--- config.mk ---
export PLATFORM = sky130hd
export DESIGN_NAME = match_timer
export DESIGN_NICKNAME = d
export VERILOG_FILES = /design/src/rtl/match_timer_pkg.sv /design/src/rtl/match_timer_dp.sv /design/src/rtl/match_timer_ctrl.sv /design/src/rtl/match_timer.sv
export SDC_FILE = /design/constraint.sdc
export NUM_CORES = 1
export LEC_CHECK = 0
export BUFFER_PORTS_ARGS = -buffer_cell sky130_fd_sc_hd__buf_2
export CORE_ASPECT_RATIO = 2
export CORE_MARGIN = 1
export CORE_UTILIZATION = 50
export CTS_BUF_LIST = sky130_fd_sc_hd__clkbuf_16
export CTS_CLUSTER_SIZE = 20
export DETAILED_ROUTE_END_ITERATION = 10
export PLACE_DENSITY_LB_ADDON = 0.05
export SYNTH_ARGS = -nofsm -noshare
export SYNTH_HDL_FRONTEND = slang
export SYNTH_HIERARCHICAL = 1
export SYNTH_SLANG_ARGS = --single-unit
--- constraint.sdc ---
create_clock -name clk -period 4.4 [get_ports clk]
set_clock_uncertainty 0.1 [all_clocks]
set_input_delay 1.32 -clock clk [delete_from_list [all_inputs] [get_ports clk]]
set_output_delay 1.32 -clock clk [all_outputs]
set_load 0.05 [all_outputs]
--- src/rtl/match_timer_pkg.sv ---
package match_timer_pkg;
  // Per-channel strobes from control to datapath
  typedef struct packed {
    logic       run;
    logic       cntLoad;
    logic       cmpLoad;
    logic [1:0] divSel;
  } chanCmd_t;

  localparam int BIT_FLAG = 0;
  localparam int BIT_OVF  = 1;
  localparam int BIT_MODE = 2;
  localparam int BIT_IEN  = 3;
  localparam int BIT_DIV  = 4;
  localparam int CTRL_W   = 6;
endpackage

--- src/rtl/match_timer_dp.sv ---
module match_timer_dp
  import match_timer_pkg::*;
#(
  parameter int NCH = 2,
  parameter int W   = 32
) (
  input  logic                  clk,
  input  logic                  rstN,
  input  chanCmd_t [NCH-1:0]    cmd,
  input  logic [W-1:0]          wrData,
  output logic [NCH-1:0][W-1:0] cntVal,
  output logic [NCH-1:0][W-1:0] cmpVal,
  output logic [NCH-1:0]        hit,
  output logic [NCH-1:0]        hitOvf
);
  localparam int PW = 6;

  for (genvar c = 0; c < NCH; c++) begin : g_chan
    logic [PW-1:0] presc;
    logic [PW-1:0] limit;
    logic          tick;

    always_comb begin
      case (cmd[c].divSel)
        2'd0:    limit = PW'(3);
        2'd1:    limit = PW'(7);
        2'd2:    limit = PW'(15);
        default: limit = PW'(63);
      endcase
    end

    assign tick      = cmd[c].run && (presc == limit);
    assign hit[c]    = tick && (cntVal[c] == cmpVal[c]);
    assign hitOvf[c] = hit[c] && (&cmpVal[c]);

    always_ff @(posedge clk) begin
      if (!rstN || !cmd[c].run) presc <= '0;
      else if (presc == limit)  presc <= '0;
      else                      presc <= presc + 1'b1;
    end

    always_ff @(posedge clk) begin
      if (!rstN)               cntVal[c] <= '0;
      else if (cmd[c].cntLoad) cntVal[c] <= wrData;
      else if (hit[c])         cntVal[c] <= '0;
      else if (tick)           cntVal[c] <= cntVal[c] + 1'b1;
    end

    always_ff @(posedge clk) begin
      if (!rstN)               cmpVal[c] <= '1;
      else if (cmd[c].cmpLoad) cmpVal[c] <= wrData;
    end
  end
endmodule

--- src/rtl/match_timer_ctrl.sv ---
module match_timer_ctrl
  import match_timer_pkg::*;
#(
  parameter int NCH = 2,
  parameter int W   = 32,
  parameter int AW  = 4
) (
  input  logic                  clk,
  input  logic                  rstN,
  input  logic                  wrEn,
  input  logic                  rdEn,
  input  logic [AW-1:0]         addr,
  input  logic [W-1:0]          wrData,
  input  logic [NCH-1:0]        hit,
  input  logic [NCH-1:0]        hitOvf,
  input  logic [NCH-1:0][W-1:0] cntVal,
  input  logic [NCH-1:0][W-1:0] cmpVal,
  output chanCmd_t [NCH-1:0]    cmd,
  output logic [W-1:0]          rdData,
  output logic [NCH-1:0]        irq,
  output logic [NCH-1:0]        runBits,
  output logic [NCH-1:0]        modeBits,
  output logic [NCH-1:0]        matchFlag,
  output logic [NCH-1:0]        ovfFlag
);
  logic                        startWr;
  logic [NCH-1:0]              intEn;
  logic [NCH-1:0][1:0]         divSel;
  logic [NCH-1:0][CTRL_W-1:0]  ctrlWord;

  assign startWr = wrEn && (addr == '0);

  for (genvar c = 0; c < NCH; c++) begin : g_chan
    localparam logic [AW-1:0] A_CTRL = AW'(4*c + 4);
    localparam logic [AW-1:0] A_CNT  = AW'(4*c + 5);
    localparam logic [AW-1:0] A_CMP  = AW'(4*c + 6);

    logic ctrlWr, ctrlRd, armMatch, armOvf;
    assign ctrlWr = wrEn && (addr == A_CTRL);
    assign ctrlRd = rdEn && (addr == A_CTRL);

    always_ff @(posedge clk) begin
      if (!rstN)                        runBits[c] <= 1'b0;
      else if (startWr)                 runBits[c] <= wrData[c];
      else if (hit[c] && !modeBits[c])  runBits[c] <= 1'b0;
    end

    always_ff @(posedge clk) begin
      if (!rstN) begin
        modeBits[c] <= 1'b0;
        intEn[c]    <= 1'b0;
        divSel[c]   <= 2'd0;
      end else if (ctrlWr && !runBits[c]) begin
        modeBits[c] <= wrData[BIT_MODE];
        intEn[c]    <= wrData[BIT_IEN];
        divSel[c]   <= wrData[BIT_DIV +: 2];
      end
    end

    always_ff @(posedge clk) begin
      if (!rstN) begin
        armMatch <= 1'b0;
        armOvf   <= 1'b0;
      end else if (ctrlWr) begin
        armMatch <= 1'b0;
        armOvf   <= 1'b0;
      end else if (ctrlRd) begin
        armMatch <= armMatch | matchFlag[c];
        armOvf   <= armOvf | ovfFlag[c];
      end
    end

    always_ff @(posedge clk) begin
      if (!rstN)                                        matchFlag[c] <= 1'b0;
      else if (hit[c])                                  matchFlag[c] <= 1'b1;
      else if (ctrlWr && armMatch && !wrData[BIT_FLAG]) matchFlag[c] <= 1'b0;
    end

    always_ff @(posedge clk) begin
      if (!rstN)                                     ovfFlag[c] <= 1'b0;
      else if (hitOvf[c])                            ovfFlag[c] <= 1'b1;
      else if (ctrlWr && armOvf && !wrData[BIT_OVF]) ovfFlag[c] <= 1'b0;
    end

    assign cmd[c].run     = runBits[c];
    assign cmd[c].divSel  = divSel[c];
    assign cmd[c].cntLoad = wrEn && (addr == A_CNT) && !runBits[c];
    assign cmd[c].cmpLoad = wrEn && (addr == A_CMP) && !runBits[c];
    assign ctrlWord[c]    = {divSel[c], intEn[c], modeBits[c], ovfFlag[c], matchFlag[c]};
    assign irq[c]         = matchFlag[c] & intEn[c];
  end

  always_comb begin
    rdData = '0;
    if (addr == '0) rdData[NCH-1:0] = runBits;
    for (int c = 0; c < NCH; c++) begin
      if (addr == AW'(4*c + 4)) rdData = W'(ctrlWord[c]);
      if (addr == AW'(4*c + 5)) rdData = cntVal[c];
      if (addr == AW'(4*c + 6)) rdData = cmpVal[c];
    end
  end
endmodule

--- src/rtl/match_timer.sv ---
module match_timer
  import match_timer_pkg::*;
#(
  parameter int NCH = 2,
  parameter int W   = 32,
  parameter int AW  = 4
) (
  input  logic           clk,
  input  logic           rstN,
  input  logic           wrEn,
  input  logic           rdEn,
  input  logic [AW-1:0]  addr,
  input  logic [W-1:0]   wrData,
  output logic [W-1:0]   rdData,
  output logic [NCH-1:0] irq
);
  chanCmd_t [NCH-1:0]    cmd;
  logic [NCH-1:0][W-1:0] cntVal;
  logic [NCH-1:0][W-1:0] cmpVal;
  logic [NCH-1:0]        hit, hitOvf;
  logic [NCH-1:0]        runBits, modeBits, matchFlag, ovfFlag;

  match_timer_ctrl #(.NCH(NCH), .W(W), .AW(AW)) u_ctrl (
    .clk(clk), .rstN(rstN), .wrEn(wrEn), .rdEn(rdEn), .addr(addr),
    .wrData(wrData), .hit(hit), .hitOvf(hitOvf), .cntVal(cntVal),
    .cmpVal(cmpVal), .cmd(cmd), .rdData(rdData), .irq(irq),
    .runBits(runBits), .modeBits(modeBits), .matchFlag(matchFlag),
    .ovfFlag(ovfFlag)
  );

  match_timer_dp #(.NCH(NCH), .W(W)) u_dp (
    .clk(clk), .rstN(rstN), .cmd(cmd), .wrData(wrData),
    .cntVal(cntVal), .cmpVal(cmpVal), .hit(hit), .hitOvf(hitOvf)
  );
endmodule

## After elaboration in Yosys (flattened, before gate mapping)

Index checks and enable logic that the tools add are counted.
Widths: inputs -> output; s select.

- Input bits: 40
- Output and inout port bits: 34
- Logic and storage cells: 131
- Register bits after elaboration: 158

- Mux-type cells: 27
- Reductions and logical operators: 57
- Bitwise operators: 7
- Add/sub/neg operators: 4
- Equal/unequal tests: 14

Operator list:

| cell | number |
|---|---|
| $mux 32 | 11 |
| $add 32x1->32 const B | 2 |
| $eq 32x32->1 | 2 |
| $reduce_and 32->1 | 2 |
| $pmux 6 s3 | 2 |
| $logic_and 1x1->1 | 31 |
| $add 6x1->6 const B | 2 |
| $eq 4x3->1 const B | 3 |
| $eq 4x4->1 const B | 3 |
| $eq 6x6->1 | 2 |
| $mux 1 | 12 |
| $reduce_bool 2->1 | 6 |
| $reduce_or 2->1 | 4 |
| $logic_not 1->1 | 7 |
| $mux 6 | 1 |
| $reduce_bool 3->1 | 2 |
| $eq 2x1->1 const B | 2 |
| $eq 2x2->1 const B | 2 |
| $logic_not 2->1 | 2 |
| $logic_not 4->1 | 1 |
| $or 1x1->1 | 4 |
| $and 1x1->1 | 2 |
| $logic_or 1x1->1 | 2 |
| $mux 2 | 1 |
| $not 1->1 | 1 |

## Longest topological paths before layout

- Depth in word-level cells: 8
- Depth in mapped cells: 13
- Gate-level depth less buffers: 8

## Modules after synthesis

The synthesis kept the hierarchy.

By module, submodules not included:

| module | cells each | area an instance (um2) | instances | seq. area each (um2) |
|---|---|---|---|---|
| match_timer_dp | 977 | 7802.5 | 1 | 2802.7 |
| match_timer_ctrl | 256 | 1869.3 | 1 | 360.3 |

## Least setup slack after synthesis

OpenSTA, ideal clock, no wires.

- Path type: input to output
- Start point: in addr[1]
- End point: out rdData[12]
- Slack: -221 ps
- Data required time: 2980 ps
- Stages: 6
- Buffers on the path: 3
- Arrival time: 3201 ps
- Cells stage by stage: buf_6 nor2b_1 buf_2 clkbuf_1 a22oi_1 o21ai_0

- Longest elaborated chain between the ends: 6

RTL lines:

| element | RTL line | source |
|---|---|---|
| start: declaration | match_timer.sv:12 | `input logic [AW-1:0] addr,` |
| $eq 4x3->1 | match_timer_ctrl.sv:98 | `if (addr == AW'(4*c + 5)) rdData = cntVal[c];` |
| $mux 32 | match_timer_ctrl.sv:98 |  |
| $mux 32 | match_timer_ctrl.sv:99 | `if (addr == AW'(4*c + 6)) rdData = cmpVal[c];` |
| $mux 32 | match_timer_ctrl.sv:97 | `if (addr == AW'(4*c + 4)) rdData = W'(ctrlWord[c]);` |
| $mux 32 | match_timer_ctrl.sv:98 |  |
| $mux 32 * | match_timer_ctrl.sv:99 |  |
| end: declaration | match_timer.sv:14 | `output logic [W-1:0] rdData,` |

Every way passes the cells marked *; elsewhere a longest branch is shown, timed or not.

## Worst setup path after layout

- Start point: in addr[0]
- End point: out rdData[8]

Same word-level chain as after synthesis.

==> reports/qor.csv <==
metric,value,unit
outcome,"finished, final reports clean",
hp-class,flop to flop,
core_area,18830,um2
placed_area,10270,um2
worstPathRequired,2.98,ns
grt_overflow,0,
ir_worst_vdd,0.0002053,V
grt_max_degree,51,
hold_path_startpoint,u_dp/g_chan[0].presc[0],
viasPerCell,6.389,
min_period,4.221,ns
rsz0062_at_grt,no,
antenna_found_initial,0,
drive_above_1_share,11.66,%
syn2layout_area_growth,12.43,%
cts_resized,0,
io_pins,74,
cts_tree,yes,
start_util,51.04,%
cp-end-kind,output port,
finalSetupViolations,0,
cts_max_level,4,
cts_setup_buffers,0,
cts_sinks,158,
ant_nets,0,
critPathArrivalTime,2.80,ns
gp_congestion,0.9438,
fin_nets,1302,
cp-start-kind,input pin,
die_w,100.0,um
post-route-period-util,95.93,%
relSlewSlack,30.51,%
clk_pin_slew,0.06,ns
drt-pass1-iter-count,5,
max_freq,236.9,MHz
num_vias,9743,
hold_depth,1,
numCtsBuffers,17,
clock_latency,0.43,ns
grt_pass1_vias,9256,
drt_iter0_markers,628,
report.final.slew_viol_count,0,
grt_usage,35.25,%
routedWlPerCell,22.55,um
dieArea,19820,um2
cts-root-buf,clkbuf_16,
critPathMostFrequentCell,buf_2,
ctsHoldBuffers,0,
cts_buffer_depth,2,
num_rows,71,
worst_pin_slew,1.039,ns
hold_viol_final,0,
drt-total-wl,34390,um
max_stage_delay,0.32,ns
syn_inst,1225,
tns,0,ns
r2r_cells,9,
die_y,198.1,um
p_leak,3.638,nW
cp_max_fo,27,
finalCoreUtilization,57.38,%
r2r_start,u_dp/cntVal[18],
hold_ws,0.3457,ns
drc,0,
hold_end,u_dp/g_chan[0].presc[0],
p_per_area,312.4,nW/um2
r2r_setup_slack,1.23,ns
drv_cap,0,
path_cells,"buf_2, nor2b_2, and2_1, buf_12, a22oi_1, o21ai_1, buf_2",
io_buffers,73,
power,3.376,mW
syn_nets,1269,
cp_slowest_cell,buf_2,
grt_pass1_wl,52870,um
crit_type,input pin to output port,
syn_avg_cell_area,7.846,um2
fin_area,10810,um2
hpwl,25270,um
rr_endpoint,u_ctrl/cmd[4],
syn_area,9612,um2
yosys_warnings,6,
## registers in the layout, indices dropped and copies added, names as in the netlist
register                count
u_ctrl/cmd                  6
u_ctrl/ctrlWord             2
u_ctrl/g_chan.armMatch      2
u_ctrl/g_chan.armOvf        2
u_ctrl/matchFlag            2
u_ctrl/modeBits             2
u_ctrl/ovfFlag              2
u_dp/cmpVal                64
u_dp/cntVal                64
u_dp/g_chan.presc          12
## where the power goes
part | leakage (nW) | internal, mW | switching (mW)
registers | 1.28 | 1.47 | 0.0819
logic | 2.08 | 0.154 | 0.272
clock network | 0.274 | 0.811 | 0.587
## worst max-delay path by stage
stage,start,endpoint,slack (ns)
CTS,addr[0],rdData[8],0.21
finish,addr[0],rdData[8],0.18
detailed placement,addr[0],rdData[8],0.21
global placement,addr[0],rdData[8],0.23
floorplan,addr[1],rdData[12],0.16
global route,addr[0],rdData[3],0.11
## routing by layer
layer / wire [um] / global-route usage, % / vias up
li1: - / - / 4575
met1: 13220 / 41.09 / 4707
met2: 17790 / 62.20 / 386
met3: 1838 / 3.953 / 75
met4: 1534 / 19.11 / 0
met5: 0 / 0 / -
## stage by stage
step / setup slack, ns / std cells
after floorplan: 0.1553 / 1225
after global placement: 0.2341 / 1494
after detailed placement: 0.2125 / 1494
after CTS: 0.2115 / 1524
after global routing: 0.1115 / 1524
final: 0.1790 / 1525
## critical path, delay by kind of cell
family / cells / cell delay (ns)
AOI/OAI and AO/OA: 2 / 0.30
buffers and inverters: 3 / 0.72
and+or+nand+nor: 2 / 0.45
## layout make-up
type,instances,area [um2]
Clock buffer,17,425.4
Timing Repair Buffer,109,713.2
Antenna cell,1,2.502
Inverter,38,142.6
Multi-Input combinational cell,934,5931
Tap cell,255,319.1
Clock inverter,13,110.1
Sequential cell,158,3163
Fill cell,1833,8026
## cell usage in the layout, fill, tap and decap left out, types with 11 or more instances in the layout
cell,instances
o21ai_0,69
xnor2_1,76
buf_4,31
a31oi_1,28
nand3_1,45
nand2_1,129
mux2i_1,79
buf_2,72
nor3_1,37
a21oi_1,84
nor2_1,45
and2_1,11
o21ai_1,44
dfxtp_1,158
a22oi_1,52
o31ai_1,16
nor4_1,19
clkbuf_16,17
nand4_1,53
inv_1,40
nor2b_1,12
No activity file was read; power rests on OpenSTA's default activity.
